--- src/rtl/utc_pkg.sv ---
package utc_pkg;
    localparam int unsigned CNT_W  = 16;
    localparam int unsigned PSC_W  = 8;
    localparam int unsigned NCAP   = 2;
    localparam int unsigned ADDR_W = 3;

    localparam logic [ADDR_W-1:0] A_CTRL    = 3'd0;
    localparam logic [ADDR_W-1:0] A_RELOAD  = 3'd1;
    localparam logic [ADDR_W-1:0] A_CMP_LO  = 3'd2;
    localparam logic [ADDR_W-1:0] A_CMP_HI  = 3'd3;
    localparam logic [ADDR_W-1:0] A_CAP0_LO = 3'd4;
    localparam logic [ADDR_W-1:0] A_CAP0_HI = 3'd5;
    localparam logic [ADDR_W-1:0] A_CAP1_LO = 3'd6;
    localparam logic [ADDR_W-1:0] A_CAP1_HI = 3'd7;

    localparam int B_CEN  = 7;
    localparam int B_CCP  = 6;
    localparam int B_CCMP = 5;
    localparam int B_CCL  = 4;
    localparam int B_UDC  = 3;

    typedef struct packed {
        logic cen;
        logic ccp;
        logic ccmp;
        logic udc;
    } ctrl_cfg_t;
endpackage

--- src/rtl/utc_prescaler.sv ---
module utc_prescaler
    import utc_pkg::*;
#(
    parameter int unsigned W = PSC_W
) (
    input  logic         clk,
    input  logic         rst_n,
    input  logic         run_i,
    input  logic         reload_i,
    input  logic [W-1:0] reload_val_i,
    output logic         tick_o
);
    typedef struct packed {
        logic [W-1:0] cnt;
    } psc_st_t;

    psc_st_t st_d, st_q;

    always_comb begin
        st_d   = st_q;
        tick_o = run_i && (st_q.cnt == '0);
        if (reload_i) begin
            st_d.cnt = reload_val_i;
        end else if (run_i) begin
            if (st_q.cnt == '0) st_d.cnt = reload_val_i;
            else                st_d.cnt = st_q.cnt - W'(1);
        end
    end

    always_ff @(posedge clk or negedge rst_n) begin
        if (!rst_n) st_q <= '0;
        else        st_q <= st_d;
    end

    // after a step the prescaler restarts from the reload value
    a_r2_psc_restart: assert property (@(posedge clk) disable iff (!rst_n)
        (tick_o && !reload_i) |=> (st_q.cnt == $past(reload_val_i)));

    // a stopped prescaler without reload keeps its value
    a_r2_psc_hold: assert property (@(posedge clk) disable iff (!rst_n)
        (!run_i && !reload_i) |=> $stable(st_q.cnt));
endmodule

--- src/rtl/utc_counter.sv ---
module utc_counter
    import utc_pkg::*;
#(
    parameter int unsigned W = CNT_W
) (
    input  logic         clk,
    input  logic         rst_n,
    input  logic         tick_i,
    input  logic         up_i,
    input  logic         clr_i,
    input  logic [W-1:0] cmp_val_i,
    input  logic         cmp_clr_en_i,
    output logic [W-1:0] cnt_o,
    output logic         clr_all_o,
    output logic         wrap_o,
    output logic         irq_cmp_o,
    output logic         irq_ovf_o
);
    typedef struct packed {
        logic [W-1:0] cnt;
        logic         irq_cmp;
        logic         irq_ovf;
    } cnt_st_t;

    cnt_st_t st_d, st_q;
    logic    hit;
    logic    at_edge;

    always_comb begin
        st_d      = st_q;
        hit       = tick_i && (st_q.cnt == cmp_val_i);
        clr_all_o = clr_i || (hit && cmp_clr_en_i);
        at_edge   = up_i ? (&st_q.cnt) : (st_q.cnt == '0);
        wrap_o    = tick_i && !clr_all_o && at_edge;

        if (clr_all_o)  st_d.cnt = '0;
        else if (tick_i) st_d.cnt = up_i ? st_q.cnt + W'(1) : st_q.cnt - W'(1);

        st_d.irq_cmp = hit;
        st_d.irq_ovf = wrap_o;
    end

    always_ff @(posedge clk or negedge rst_n) begin
        if (!rst_n) st_q <= '0;
        else        st_q <= st_d;
    end

    assign cnt_o     = st_q.cnt;
    assign irq_cmp_o = st_q.irq_cmp;
    assign irq_ovf_o = st_q.irq_ovf;

    // any clear request lands on zero, beating a due step
    a_r7_clear_to_zero: assert property (@(posedge clk) disable iff (!rst_n)
        clr_i |=> (st_q.cnt == '0));

    // no step and no clear means the count holds
    a_r2_hold_idle: assert property (@(posedge clk) disable iff (!rst_n)
        (!tick_i && !clr_all_o) |=> $stable(st_q.cnt));

    // overflow request is a single-cycle pulse
    a_r9_ovf_single: assert property (@(posedge clk) disable iff (!rst_n)
        irq_ovf_o |=> !irq_ovf_o);

    // wrap values
    a_r9_wrap_up: assert property (@(posedge clk) disable iff (!rst_n)
        (wrap_o && up_i) |=> (st_q.cnt == '0));
    a_r9_wrap_down: assert property (@(posedge clk) disable iff (!rst_n)
        (wrap_o && !up_i) |=> (&st_q.cnt));
endmodule

--- src/rtl/utc_capture.sv ---
module utc_capture
    import utc_pkg::*;
#(
    parameter int unsigned W = CNT_W,
    parameter int unsigned N = NCAP
) (
    input  logic                clk,
    input  logic                rst_n,
    input  logic [N-1:0]        trig_i,
    input  logic [W-1:0]        cnt_i,
    output logic [N-1:0]        evt_o,
    output logic [N-1:0][W-1:0] cap_o,
    output logic                irq_cap_o
);
    typedef struct packed {
        logic [N-1:0]        prev;
        logic [N-1:0][W-1:0] cap;
        logic                irq;
    } cap_st_t;

    cap_st_t st_d, st_q;

    always_comb begin
        st_d      = st_q;
        evt_o     = trig_i & ~st_q.prev;
        st_d.prev = trig_i;
        for (int i = 0; i < int'(N); i++) begin
            if (evt_o[i]) st_d.cap[i] = cnt_i;
        end
        st_d.irq = |evt_o;
    end

    always_ff @(posedge clk or negedge rst_n) begin
        if (!rst_n) st_q <= '0;
        else        st_q <= st_d;
    end

    assign cap_o     = st_q.cap;
    assign irq_cap_o = st_q.irq;

    // a capture event raises the request in the next cycle
    a_r4_cap_irq: assert property (@(posedge clk) disable iff (!rst_n)
        (|evt_o) |=> irq_cap_o);

    for (genvar g = 0; g < int'(N); g++) begin : g_chk
        // each channel holds the count seen at its trigger edge
        a_r4_cap_value: assert property (@(posedge clk) disable iff (!rst_n)
            evt_o[g] |=> (cap_o[g] == $past(cnt_i)));
        a_r4_cap_hold: assert property (@(posedge clk) disable iff (!rst_n)
            !evt_o[g] |=> $stable(cap_o[g]));
    end
endmodule

--- src/rtl/utc_regs.sv ---
module utc_regs
    import utc_pkg::*;
#(
    parameter int unsigned W  = CNT_W,
    parameter int unsigned PW = PSC_W,
    parameter int unsigned N  = NCAP
) (
    input  logic                clk,
    input  logic                rst_n,
    input  logic                wr_i,
    input  logic                rd_i,
    input  logic [ADDR_W-1:0]   addr_i,
    input  logic [7:0]          wdata_i,
    input  logic                dir_up_i,
    input  logic                run_i,
    input  logic                wrap_i,
    input  logic                cap0_evt_i,
    input  logic [N-1:0][W-1:0] cap_i,
    output ctrl_cfg_t           cfg_o,
    output logic                soft_clr_o,
    output logic [PW-1:0]       reload_o,
    output logic [W-1:0]        cmp_o,
    output logic [7:0]          rdata_o
);
    typedef struct packed {
        ctrl_cfg_t     cfg;
        logic [PW-1:0] reload;
        logic [W-1:0]  cmp;
        logic          flag;
        logic          wrap_pend;
    } reg_st_t;

    reg_st_t st_d, st_q;
    logic    rd_clr;

    always_comb begin
        st_d       = st_q;
        soft_clr_o = wr_i && (addr_i == A_CTRL) && wdata_i[B_CCL];
        rd_clr     = rd_i && ((addr_i == A_CTRL) || (addr_i == A_CAP0_LO));

        if (wr_i) begin
            case (addr_i)
                A_CTRL: begin
                    st_d.cfg.cen  = wdata_i[B_CEN];
                    st_d.cfg.ccp  = wdata_i[B_CCP];
                    st_d.cfg.ccmp = wdata_i[B_CCMP];
                    st_d.cfg.udc  = wdata_i[B_UDC];
                end
                A_RELOAD: st_d.reload   = wdata_i;
                A_CMP_LO: st_d.cmp[7:0] = wdata_i;
                A_CMP_HI: st_d.cmp[W-1:8] = wdata_i;
                default: ;
            endcase
        end

        if (cap0_evt_i) begin
            st_d.flag      = st_q.flag || st_q.wrap_pend || wrap_i;
            st_d.wrap_pend = 1'b0;
        end else begin
            st_d.wrap_pend = st_q.wrap_pend || wrap_i;
            if (rd_clr) st_d.flag = 1'b0;
        end

        case (addr_i)
            A_CTRL:    rdata_o = {st_q.cfg.cen, st_q.cfg.ccp, st_q.cfg.ccmp, 1'b0,
                                  st_q.cfg.udc, dir_up_i, st_q.flag, run_i};
            A_RELOAD:  rdata_o = st_q.reload;
            A_CMP_LO:  rdata_o = st_q.cmp[7:0];
            A_CMP_HI:  rdata_o = st_q.cmp[W-1:8];
            A_CAP0_LO: rdata_o = cap_i[0][7:0];
            A_CAP0_HI: rdata_o = cap_i[0][W-1:8];
            A_CAP1_LO: rdata_o = cap_i[1][7:0];
            default:   rdata_o = cap_i[1][W-1:8];
        endcase
    end

    always_ff @(posedge clk or negedge rst_n) begin
        if (!rst_n) begin
            st_q     <= '0;
            st_q.cmp <= '1;
        end else begin
            st_q <= st_d;
        end
    end

    assign cfg_o    = st_q.cfg;
    assign reload_o = st_q.reload;
    assign cmp_o    = st_q.cmp;

    // the flag can only rise through a capture into register 0
    a_r10_flag_source: assert property (@(posedge clk) disable iff (!rst_n)
        $rose(st_q.flag) |-> $past(cap0_evt_i));

    // a clearing read without a capture leaves the flag low
    a_r10_flag_read_clear: assert property (@(posedge clk) disable iff (!rst_n)
        (rd_clr && !cap0_evt_i) |=> !st_q.flag);
endmodule

--- src/rtl/updown_capture_timer.sv ---
module updown_capture_timer
    import utc_pkg::*;
(
    input  logic        clk,
    input  logic        rst_n,
    input  logic        glob_en_i,
    input  logic        dir_hw_valid_i,
    input  logic        dir_hw_up_i,
    input  logic [1:0]  trig_i,
    input  logic        reg_wr_i,
    input  logic        reg_rd_i,
    input  logic [2:0]  reg_addr_i,
    input  logic [7:0]  reg_wdata_i,
    output logic [7:0]  reg_rdata_o,
    output logic        irq_cap_o,
    output logic        irq_cmp_o,
    output logic        irq_ovf_o
);
    ctrl_cfg_t                     cfg;
    logic                          soft_clr;
    logic [PSC_W-1:0]              reload_val;
    logic [CNT_W-1:0]              cmp_val;
    logic [CNT_W-1:0]              cnt;
    logic [NCAP-1:0]               cap_evt;
    logic [NCAP-1:0][CNT_W-1:0]    cap_val;
    logic                          run;
    logic                          dir_up;
    logic                          tick;
    logic                          clr_ext;
    logic                          clr_all;
    logic                          wrap;

    always_comb begin
        run     = cfg.cen && glob_en_i;
        dir_up  = dir_hw_valid_i ? dir_hw_up_i : cfg.udc;
        clr_ext = soft_clr || (cfg.ccp && (|cap_evt));
    end

    utc_regs u_regs (
        .clk        (clk),
        .rst_n      (rst_n),
        .wr_i       (reg_wr_i),
        .rd_i       (reg_rd_i),
        .addr_i     (reg_addr_i),
        .wdata_i    (reg_wdata_i),
        .dir_up_i   (dir_up),
        .run_i      (run),
        .wrap_i     (wrap),
        .cap0_evt_i (cap_evt[0]),
        .cap_i      (cap_val),
        .cfg_o      (cfg),
        .soft_clr_o (soft_clr),
        .reload_o   (reload_val),
        .cmp_o      (cmp_val),
        .rdata_o    (reg_rdata_o)
    );

    utc_prescaler u_psc (
        .clk          (clk),
        .rst_n        (rst_n),
        .run_i        (run),
        .reload_i     (clr_all),
        .reload_val_i (reload_val),
        .tick_o       (tick)
    );

    utc_counter u_cnt (
        .clk          (clk),
        .rst_n        (rst_n),
        .tick_i       (tick),
        .up_i         (dir_up),
        .clr_i        (clr_ext),
        .cmp_val_i    (cmp_val),
        .cmp_clr_en_i (cfg.ccmp),
        .cnt_o        (cnt),
        .clr_all_o    (clr_all),
        .wrap_o       (wrap),
        .irq_cmp_o    (irq_cmp_o),
        .irq_ovf_o    (irq_ovf_o)
    );

    utc_capture u_cap (
        .clk       (clk),
        .rst_n     (rst_n),
        .trig_i    (trig_i),
        .cnt_i     (cnt),
        .evt_o     (cap_evt),
        .cap_o     (cap_val),
        .irq_cap_o (irq_cap_o)
    );

    // a software clear never produces an overflow request
    a_r7_clear_no_ovf: assert property (@(posedge clk) disable iff (!rst_n)
        soft_clr |=> !irq_ovf_o);

    // with the global enable low the counter cannot step
    a_r2_global_gate: assert property (@(posedge clk) disable iff (!rst_n)
        !glob_en_i |-> !tick);
endmodule

--- config.mk ---
export PLATFORM = sky130hd
export DESIGN_NAME = updown_capture_timer
export DESIGN_NICKNAME = d
export VERILOG_FILES = /design/src/rtl/utc_pkg.sv /design/src/rtl/utc_prescaler.sv /design/src/rtl/utc_counter.sv /design/src/rtl/utc_capture.sv /design/src/rtl/utc_regs.sv /design/src/rtl/updown_capture_timer.sv
export SDC_FILE = /design/constraint.sdc
export NUM_CORES = 1
export LEC_CHECK = 0
export ABC_AREA = 1
export BUFFER_PORTS_ARGS = -buffer_cell sky130_fd_sc_hd__buf_2
export CORE_ASPECT_RATIO = 2
export CORE_MARGIN = 4
export CORE_UTILIZATION = 55
export DETAILED_ROUTE_END_ITERATION = 7
export GPL_TIMING_DRIVEN = 0
export HOLD_SLACK_MARGIN = 0.03
export PLACE_DENSITY = 0.74
export SYNTH_ARGS = -nofsm -noshare
export SYNTH_HDL_FRONTEND = slang
export SYNTH_SLANG_ARGS = --single-unit
--- constraint.sdc ---
create_clock -name clk -period 4.2 [get_ports clk]
set_clock_uncertainty 0.05 [all_clocks]
set_input_delay 0.84 -clock clk [delete_from_list [all_inputs] [get_ports clk]]
set_output_delay 0.84 -clock clk [all_outputs]
set_load 0.05 [all_outputs]
==> metrics.yaml, run 1 <==
synthesis:
  syn_avg_cell_area_sq_um: 7.57
  ys_types: 36
  yosys_register_bits: 91
  yosys_warnings: 0
  syn_area_sq_um: 5430
  netlist_instances: 717
  yosysSeqAreaShare_pct: 42.3
  syn_nets: 755
timing:
  layout_min_cycle_time_ps: 3340
  hold_viol: 0
  rsz0062_at_grt: "false"
  finalSetupViolations: 0
  fmax_mhz: 300
  worst_slew_pin_slew_ps: 597
  setup_ws_ps: 862
  relSlewSlack_pct: 60.1
  fin_crit_sh_pct: 79.5
  slew_viol_final: 0
drt:
  drc: 0
  wirelength_mm: 15.8
  wl_per_cell_um: 17.7
  drt_iter0_drc: 385
  viasPerCell: 5.60
  dr.pass1.iters: 5
  via_count: 5019
  drtAntennaViolNets: 0
layout:
  antenna_cells: 0
  area_delta_synth_final_pct: 11.9
  fillCellCount: 894
  utilization_pct: 62.6
  final_nets: 797
  drive_gt1_share_pct: 13.2
global_routing:
  busiest_layer: "met2"
  grt_pass1_vias: 5099
  gr-usage-met2_pct: 52.2
  antenna_found_initial: 0
  grt_pass1_wl_mm: 25.3
  use_met1_pct: 28.5
  grt.overflow.total: 0
  grt_use_met3_pct: 4.06
  grtUsageTotal_pct: 28.7
  grt_max_degree: 77
worst_setup_path:
  cp.arrival_ps: 2450
  start_kind: "input port"
  crit_type: "in -> out"
  critPathCaptureType: "primary output"
  critical_path_required_ps: 3310
  path_max_fanout: 13
placement:
  dpl_worst_slack_ps: 697
  post-dp-hpwl_mm: 12.3
  io_buffers: 29
  gp_congestion: 0.908
floorplan:
  io_pins: 31
  start_util_pct: 55.9
  die_w_um: 78.2
  dieArea_sq_um: 11600
  die_height_um: 148
  design.core.area_sq_um: 9700
  placementRows: 51
cts:
  post-cts-setup-buffers: 0
  clock_path_buffers: 2
  clk_pin_slew_ps: 70
  cts_tree: "done"
  numCtsBuffers: 9
  postCtsHoldBufs: 0
  htreeDepth: 3
  root_buffer: "clkbuf_16"
  clk_latency_ps: 350
  clkSinkCount: 91
  cts_resized: 0
job:
  cap_violations: 0
status:
  status: "completed"
power_and_ir_drop:
  leakage_nw: 3.14
  power_density_nw_per_um2: 583
  power.total_mw: 3.54
  ir_worst_vdd_mv: 0.255
hold_path:
  hold_path.class: "in -> async"
metal layers:
layer | up-vias | routed length, um
li1 | 2427 | -
met1 | 2360 | 5620
met2 | 167 | 8410
met3 | 65 | 552
met4 | 0 | 1230
met5 | - | 0
critical path: stages:
cell	delay [ps]
buf_2	100
o21ai_1	420
buf_4	310
inv_1	130
a21oi_1	290
nand3_1	120
buf_2	230
cells by family after synthesis:
kind of cell               share of synthesized area (%)
AOI/OAI and AO/OA                                   12.5
xor gates and xnor gates                            3.87
adders and majority gates                           4.29
buffers and inverters                               7.66
DFF                                                 42.3
and+or+nand+nor                                     29.4
placed cells by master, fill, tap and decap left out, types with 4 or more instances in the layout:
cell type    n
a21oi_1     21
a221oi_1     9
buf_2       33
clkbuf_1    11
clkbuf_16    9
dfrtp_1     75
dfstp_2     16
ha_1        17
inv_1       76
inv_2        5
nand2_1    235
nand3_1     41
nand3_2     10
nand3b_1     4
nand4_1     18
nor2_1      38
nor2_2       4
o21ai_0     79
o22ai_1      4
xnor2_1      5
xor2_1      19
flip-flops by register name (all words and copies together), names as in the netlist:
signal and count:
u_cap.cap_o 32, u_cap.irq_cap_o 1, u_cap.st_q 2, u_cnt.cnt_o 16
u_cnt.irq_cmp_o 1, u_cnt.irq_ovf_o 1, u_psc.st_q 8, u_regs.cfg_o 4
u_regs.cmp_o 16, u_regs.reload_o 8, u_regs.st_q 2
cell type report:
cell class | count | area, sq um | share of cell area (%)
Multi-Input combinational cell | 524 | 2710 | 44.7
Sequential cell | 91 | 2300 | 37.8
Inverter | 82 | 310 | 5.11
Clock buffer | 9 | 225 | 3.71
Timing Repair Buffer | 31 | 183 | 3.01
Tap cell | 132 | 165 | 2.72
Buffer | 20 | 105 | 1.73
Clock inverter | 7 | 73.8 | 1.22
metrics by stage:
| stage | setup TNS [ps] | std cells | hold slack, ps | cell area, sq um |
|---|---|---|---|---|
| 3_5_place_dp | 0 | 880 | 424 | 5770 |
| 3_3_place_gp | -3850 | 878 | 417 | 5740 |
| 4_1_cts | 0 | 896 | 304 | 6070 |
| 6_report | 0 | 896 | 301 | 6070 |
| 5_1_grt | 0 | 896 | 309 | 6070 |
| 2_1_floorplan | 0 | 717 | 399 | 5430 |
report_power, final:
group	leakage [nW]	internal [mW]	switching, mW
clock	0.147	0.465	0.352
combinational	1.82	0.492	0.872
sequential	1.17	1.11	0.245
Yosys cell counts:
master | instances | share of area (%)
nand3_1 | 41 | 3.8
nand2_1 | 235 | 16
a22o_1 | 2 | 0.32
a21o_1 | 3 | 0.42
xor2_1 | 19 | 3.1
nand3_4 | 1 | 0.32
nor2_2 | 4 | 0.46
nand2_2 | 3 | 0.35
fa_1 | 1 | 0.37
dfrtp_1 | 75 | 35
inv_1 | 76 | 5.3
inv_4 | 1 | 0.12
nor3_4 | 1 | 0.30
nor4_1 | 1 | 0.12
ha_1 | 17 | 3.9
dfstp_2 | 16 | 7.7
buf_6 | 3 | 0.62
a32o_1 | 1 | 0.18
inv_2 | 5 | 0.35
clkbuf_1 | 11 | 0.76
o22ai_1 | 4 | 0.46
buf_2 | 5 | 0.46
nand3_2 | 10 | 1.8
a221oi_1 | 9 | 1.5
o2111ai_1 | 1 | 0.16
o21ai_0 | 80 | 7.4
nor3b_1 | 1 | 0.14
a21oi_1 | 21 | 1.9
nand4_1 | 18 | 2.1
nor2_1 | 38 | 2.6
o21ai_2 | 1 | 0.16
or2_2 | 1 | 0.12
xnor2_1 | 5 | 0.81
nand3b_1 | 4 | 0.55
nand2_4 | 2 | 0.42
clkbuf_2 | 1 | 0.092
final timing paths:
kind / from / endpoint / slack (ps) / depth (start not counted)
max reg2reg: u_regs.cfg_o[0] / u_cnt.cnt_o[12] / 1120 / 12
min in group clk: u_cap.cap_o[20] / u_cap.cap_o[20] / 440 / 2
max: dir_hw_valid_i / reg_rdata_o[2] / 860 / 7
max in group asynchronous: rst_n / u_regs.cmp_o[13] / 3110 / 2
min: rst_n / u_cap.cap_o[8] / 300 / 1
min reg2reg: u_cap.cap_o[20] / u_cap.cap_o[20] / 440 / 2
No activity file was read; power rests on OpenSTA's default activity.
==> inputs of run 2 (changes only) <==
- PLACE_DENSITY: 0.74 -> 0.77
- clock period: 4.2 -> 2.7 ns (I/O delays scaled with it)
==> run 2 against run 1 <==
  * Clock power increased by 53%
  * Largest cell class unchanged
  * Final cell count increased by 0.11%
  * Worst setup slack got worse by 740 ps
  * Clock-buffer cell count is the same
  * Via count rose by 0.96%
  * Largest power group unchanged
  * Core utilization increased by 0.22 points
  * Routed wire length is 0.43% lower
  * Global-route usage grew 0.26 points
  * Power rose by 55%
  * Final area up 0.35%
  * Critical path depth grew 2
  * Highest routed layer unchanged
  * Sequential cell count stayed put
==> metrics.yaml, run 2 (synthesis results as in run 1) <==
drt:
  wirelength_mm: 15.7  # -0.43%
  viasPerCell: 5.65  # +0.84%
  drt_iter0_drc: 451  # +17%
  drtAntennaViolNets: 0  # unchanged
  dr.pass1.iters: 5  # unchanged
  via_count: 5067  # +0.96%
  drc: 0  # unchanged
  wl_per_cell_um: 17.6  # -0.54%
layout:
  fin_cells: 897  # +0.11%
  multi_input_area_sq_um: 2730  # +0.74%
  utilization_pct: 62.8  # +0.22 points
  largest_reg_flops: 32  # unchanged
  fillCellCount: 921  # +3.0%
  layout_commonest_cell: "nand2_1"
  final_nets: 798  # +0.13%
  antenna_cells: 0  # unchanged
  layout_common_cells: "235 x nand2_1, 78 x o21ai_0, 76 x inv_1"
  drive_gt1_share_pct: 13.6  # +0.37 points
  regArea_sq_um: 2300  # unchanged
  area_delta_synth_final_pct: 12.3
floorplan:
  start_util_pct: 55.9  # unchanged
  design.core.area_sq_um: 9700  # unchanged
  dieArea_sq_um: 11600  # unchanged
  io_pins: 31  # unchanged
  placementRows: 51  # unchanged
  die_w_um: 78.2  # unchanged
  die_height_um: 148  # unchanged
global_routing:
  grt_pass1_wl_mm: 25.8  # +2.0%
  grt_pass1_vias: 5075  # -0.47%
  grt.overflow.total: 0  # unchanged
  grtUsageTotal_pct: 28.9  # +0.26 points
  antenna_found_initial: 0  # unchanged
  grt_max_degree: 55  # -29%
cts:
  clock_path_buffers: 2  # unchanged
  clk_pin_slew_ps: 60  # about the same
  cts_tree: "done"
  clk_latency_ps: 340  # about the same
  postCtsHoldBufs: 0  # unchanged
  root_buffer: "clkbuf_16"
  htreeDepth: 3  # unchanged
  numCtsBuffers: 9  # unchanged
  clkSinkCount: 91  # unchanged
timing:
  fmax_mhz: 387
  whs_ps: 107  # -195 ps
  slew_viol_final: 0  # unchanged
  fin_tns_setup_ps: 0  # unchanged
  rsz0062_at_grt: "false"
  worst_slew_pin_slew_ps: 558  # -38.4 ps
  fin_crit_sh_pct: 95.7
  layout_min_cycle_time_ps: 2580
  hold_viol: 0  # unchanged
  finalSetupViolations: 0  # unchanged
  relSlewSlack_pct: 62.6  # +2.6 points
worst_setup_path:
  path_max_fanout: 10  # -3
  crit_buf_inv: 4  # unchanged
  start_kind: "input port"
  slowest_stage: "buf_2"
  path_cells: "buf_2 -> buf_2 -> nand3_1 -> inv_1 -> nand2_1 -> o21ai_0 -> a221oi_1 -> nand3_1 -> buf_2"
  critPathCaptureType: "primary output"
  cp_common_cell: "buf_2"
  crit_type: "in -> out"
  critical_path_required_ps: 2110  # -1200 ps
  max_stage_delay_ps: 280  # -140 ps
  cp.arrival_ps: 1990  # -460 ps
  cp_top_family: "buffers and inverters"
power_and_ir_drop:
  p_sw_share_pct: 41.3  # -0.20 points
  p_int_mw: 3.22  # +55%
  power_switching_mw: 2.27  # +54%
  ir_worst_vdd_mv: 0.443  # +73%
  clock_power_share_pct: 22.8  # -0.3 points
  power_density_nw_per_um2: 900  # +54%
  comb_power_share_pct: 38.6  # about the same
  leakage_nw: 3.14  # about the same
  p_seq_share_pct: 38.6  # +0.2 points
status:
  status: "completed"
hold_path:
  hold_path.class: "in -> async"
placement:
  gp_congestion: 0.954  # +5.1%
  post-dp-hpwl_mm: 12.2  # -0.69%
  dp_cells: 879  # -0.11%
  io_buffers: 29  # unchanged
job:
  cap_violations: 0  # unchanged
==> run 2: cell count changes in the layout (fill, tap and decap cells not counted), sizes merged <==
cell and change:
inv -2, buf +1, clkinv +1, clkinvlp +1
==> run 2: path summary, 6_finish.rpt <==
kind	from	to	slack [ps]	cells after the start
worst max-delay path	reg_addr_i[1]	reg_rdata_o[5]	120	9
worst min register to register	u_cap.cap_o[16]	u_cap.cap_o[16]	440	2
worst min-delay path	rst_n	u_cap.cap_o[17]	110	1
max in group asynchronous	rst_n	u_regs.cmp_o[2]	1800	2
min in group clk	trig_i[0]	u_cap.st_q[33]	270	1
worst max register to register	u_regs.cfg_o[0]	u_cnt.cnt_o[10]	310	12
==> run 2: metrics by stage <==
| stage | setup slack (ps) | instance area, sq um | power, mW |
|---|---|---|---|
| after CTS | 44.7 | 6080 | 5.47 |
| after global routing | 16.0 | 6090 | 5.89 |
| final | 117 | 6090 | 5.48 |
| after floorplan | 148 | 5430 | 3.60 |
| after global placement | -561 | 5740 | 4.14 |
| after detailed placement | -613 | 5770 | 4.21 |
==> run 2: timing repair <==
item                       CTS  global route
gates resized for setup      1             3
cloned                       0             0
setup buffers                2             0
pin swaps                    1             0
setup endpoints to repair    8             6
==> run 2: worst register-to-register path, stage by stage, from the launching register on <==
cell	delay (ps)
dfrtp_1	460
o21ai_4	220
buf_4	240
ha_1	320
a21oi_1	140
o21ai_1	140
nand2_1	80
nand2_1	110
a21oi_1	200
xor2_1	170
inv_1	50
nand2_1	50
nand2_1	50
==> run 2: metal layers <==
layer	up-vias	routed length, um	track usage [%]
li1	2423	-	-
met1	2418	5420	29.6
met2	169	8650	54.4
met3	57	642	4.18
met4	0	1030	16.7
met5	-	0	0
==> run 2: power by group through the flow <==
stage               sequential [mW]  clock [mW]  combinational, mW
global route                   2.15        1.31               2.43
floorplan                      1.98           0               1.62
detailed placement             2.13           0               2.08
finish                         2.12        1.25               2.12
CTS                            2.11        1.26               2.11
global placement               2.12           0               2.02
==> run 2: area by class of cell <==
class / count / area share [%]
buffer: 20 / 1.72
clock buffer: 9 / 3.70
clock inverter: 7 / 1.11
inverter: 82 / 5.09
multi-input combinational: 524 / 44.8
sequential: 91 / 37.7
tap: 132 / 2.71
timing repair buffer: 32 / 3.12
==> inputs of run 3 (changes only) <==
- CORE_ASPECT_RATIO: 2 -> 0.8
==> run 3 against run 2 <==
  * Fmax shrank 4.0%
  * Clock-buffer cell count is the same
  * Core utilization grew 0.88 points
  * Worst hold slack gained 6.3 ps
  * Critical path type unchanged
  * Highest routed layer unchanged
==> metrics.yaml, run 3 (synthesis results as in run 1) <==
status:
  status: "completed"
floorplan:
  dieArea_sq_um: 11500  # -0.75%
  io_pins: 31  # unchanged
  start_util_pct: 56.2  # +0.29 points
  design.core.area_sq_um: 9650  # -0.52%
  die_w_um: 119  # +52%
  placementRows: 32  # -37%
  die_height_um: 96.8  # -35%
drt:
  drc: 0  # unchanged
  dr.pass1.iters: 5  # unchanged
  wl_per_cell_um: 17.0  # -3.2%
  drtAntennaViolNets: 0  # unchanged
  via_count: 5083  # +0.32%
  wirelength_mm: 15.3  # -2.8%
  drt_iter0_drc: 586  # +30%
  viasPerCell: 5.64  # -0.13%
timing:
  relSlewSlack_pct: 60.1  # -2.6 points
  hold_viol: 0  # unchanged
  slew_viol_final: 0  # unchanged
  finalSetupViolations: 0  # unchanged
  setup_ws_ps: 10.1  # -107 ps
  rsz0062_at_grt: "false"
  fin_tns_setup_ps: 0  # unchanged
  fmax_mhz: 372  # -4.0%
  layout_min_cycle_time_ps: 2690  # +107 ps
  fin_crit_sh_pct: 99.6  # +4.0 points
  worst_slew_pin_slew_ps: 593  # +34.4 ps
  whs_ps: 113  # +6.30 ps
cts:
  cts_tree: "done"
  clk_latency_ps: 350  # about the same
  clkSinkCount: 91  # unchanged
  htreeDepth: 3  # unchanged
  postCtsHoldBufs: 0  # unchanged
  clock_path_buffers: 2  # unchanged
  clk_pin_slew_ps: 70  # about the same
  numCtsBuffers: 9  # unchanged
  root_buffer: "clkbuf_16"
global_routing:
  busiest_layer: "met2"
  grt_use_met3_pct: 8.47  # +4.3 points
  grt_pass1_vias: 4848  # -4.5%
  antenna_found_initial: 0  # unchanged
  use_met1_pct: 39.7  # +10 points
  grt_max_degree: 52  # -5.5%
  grt.overflow.total: 0  # unchanged
  gr-usage-met2_pct: 40.3  # -14 points
  grt_pass1_wl_mm: 25.1  # -3.0%
  grtUsageTotal_pct: 27.5  # -1.5 points
worst_setup_path:
  path_cells: "buf_2 -> buf_2 -> nand3_1 -> inv_1 -> nand2_1 -> o21ai_0 -> a221oi_1 -> nand3_1 -> buf_2"
  start_kind: "input port"
  slowest_stage: "a221oi_1"
  critPathCaptureType: "primary output"
  cp.arrival_ps: 2100  # +110 ps
  crit_type: "in -> out"
  cp_common_cell: "buf_2"
  crit_buf_inv: 4  # unchanged
  critical_path_required_ps: 2110  # about the same
  cp_top_family: "buffers and inverters"
  path_max_fanout: 10  # unchanged
  max_stage_delay_ps: 290  # about the same
hold_path:
  hold_path.class: "in -> async"
layout:
  final_nets: 798  # unchanged
  layout_common_cells: "235 x nand2_1, 79 x o21ai_0, 76 x inv_1"
  utilization_pct: 63.7  # +0.88 points
  antenna_cells: 0  # unchanged
  fin_area_sq_um: 6150  # +0.88%
  area_delta_synth_final_pct: 13.3
  fin_cells: 901  # +0.45%
  layout_commonest_cell: "nand2_1"
  drive_gt1_share_pct: 13.6  # unchanged
  largest_reg_flops: 32  # unchanged
job:
  cap_violations: 0  # unchanged
power_and_ir_drop:
  leakage_nw: 3.17  # +0.84%
  power.total_mw: 5.73  # +4.4%
  power_density_nw_per_um2: 932  # +3.5%
  ir_worst_vdd_mv: 0.574  # +30%
placement:
  dpl_cell_area_sq_um: 5770  # about the same
  gp_congestion: 0.949  # -0.51%
  dp_cells: 883  # +0.46%
  post-dp-hpwl_mm: 11.6  # -5.4%
  io_buffers: 29  # unchanged
  dpl_worst_slack_ps: -586  # +27.2 ps
run 3: cell count changes in the layout (fill, tap and decap cells not counted), sizes merged:
| cell | before | now |
|---|---|---|
| bufinv | 1 | 3 |
| clkinv | 3 | 1 |
| inv | 83 | 84 |
| clkinvlp | 2 | 1 |
run 3: power by group:
| part | switching (mW) | internal, mW | total, mW | leakage [nW] |
|---|---|---|---|---|
| combinational | 1.35 | 0.770 | 2.12 | 1.83 |
| sequential | 0.400 | 1.73 | 2.13 | 1.17 |
| clock | 0.560 | 0.913 | 1.47 | 0.168 |
run 3: final cells by class:
cell class,instances,area (sq um)
multi-input combinational,524,2730
clock inverter,7,123
timing repair buffer,32,190
clock buffer,9,225
fill,853,3500
tap,136,170
inverter,82,310
sequential,91,2300
buffer,20,105
run 3: path summary, 6_finish.rpt:
kind / from / cells past startpoint / slack, ps / end
worst max-delay path: reg_addr_i[1] / 9 / 10 / reg_rdata_o[5]
worst min-delay path: rst_n / 1 / 110 / u_cnt.cnt_o[4]
worst max register to register: u_regs.cfg_o[0] / 11 / 180 / u_cnt.cnt_o[10]
worst min register to register: u_cap.cap_o[7] / 2 / 440 / u_cap.cap_o[7]
max in group asynchronous: rst_n / 2 / 1860 / u_psc.st_q[0]
min in group clk: trig_i[1] / 1 / 260 / u_cap.st_q[34]
run 3: metal layers:
layer  share of wire [%]  routed length, um  vias up
li1                    -                  -     2426
met1                  45               6930     2408
met2                  43               6600      225
met3                  10               1570       24
met4                 1.3                204        0
met5                   0                  0        -
run 3: timing repair:
action | 4_1_cts | 5_1_grt
pin swaps | 1 | 0
setup buffers | 2 | 0
setup endpoints to repair | 8 | 2
resized for setup | 1 | 1
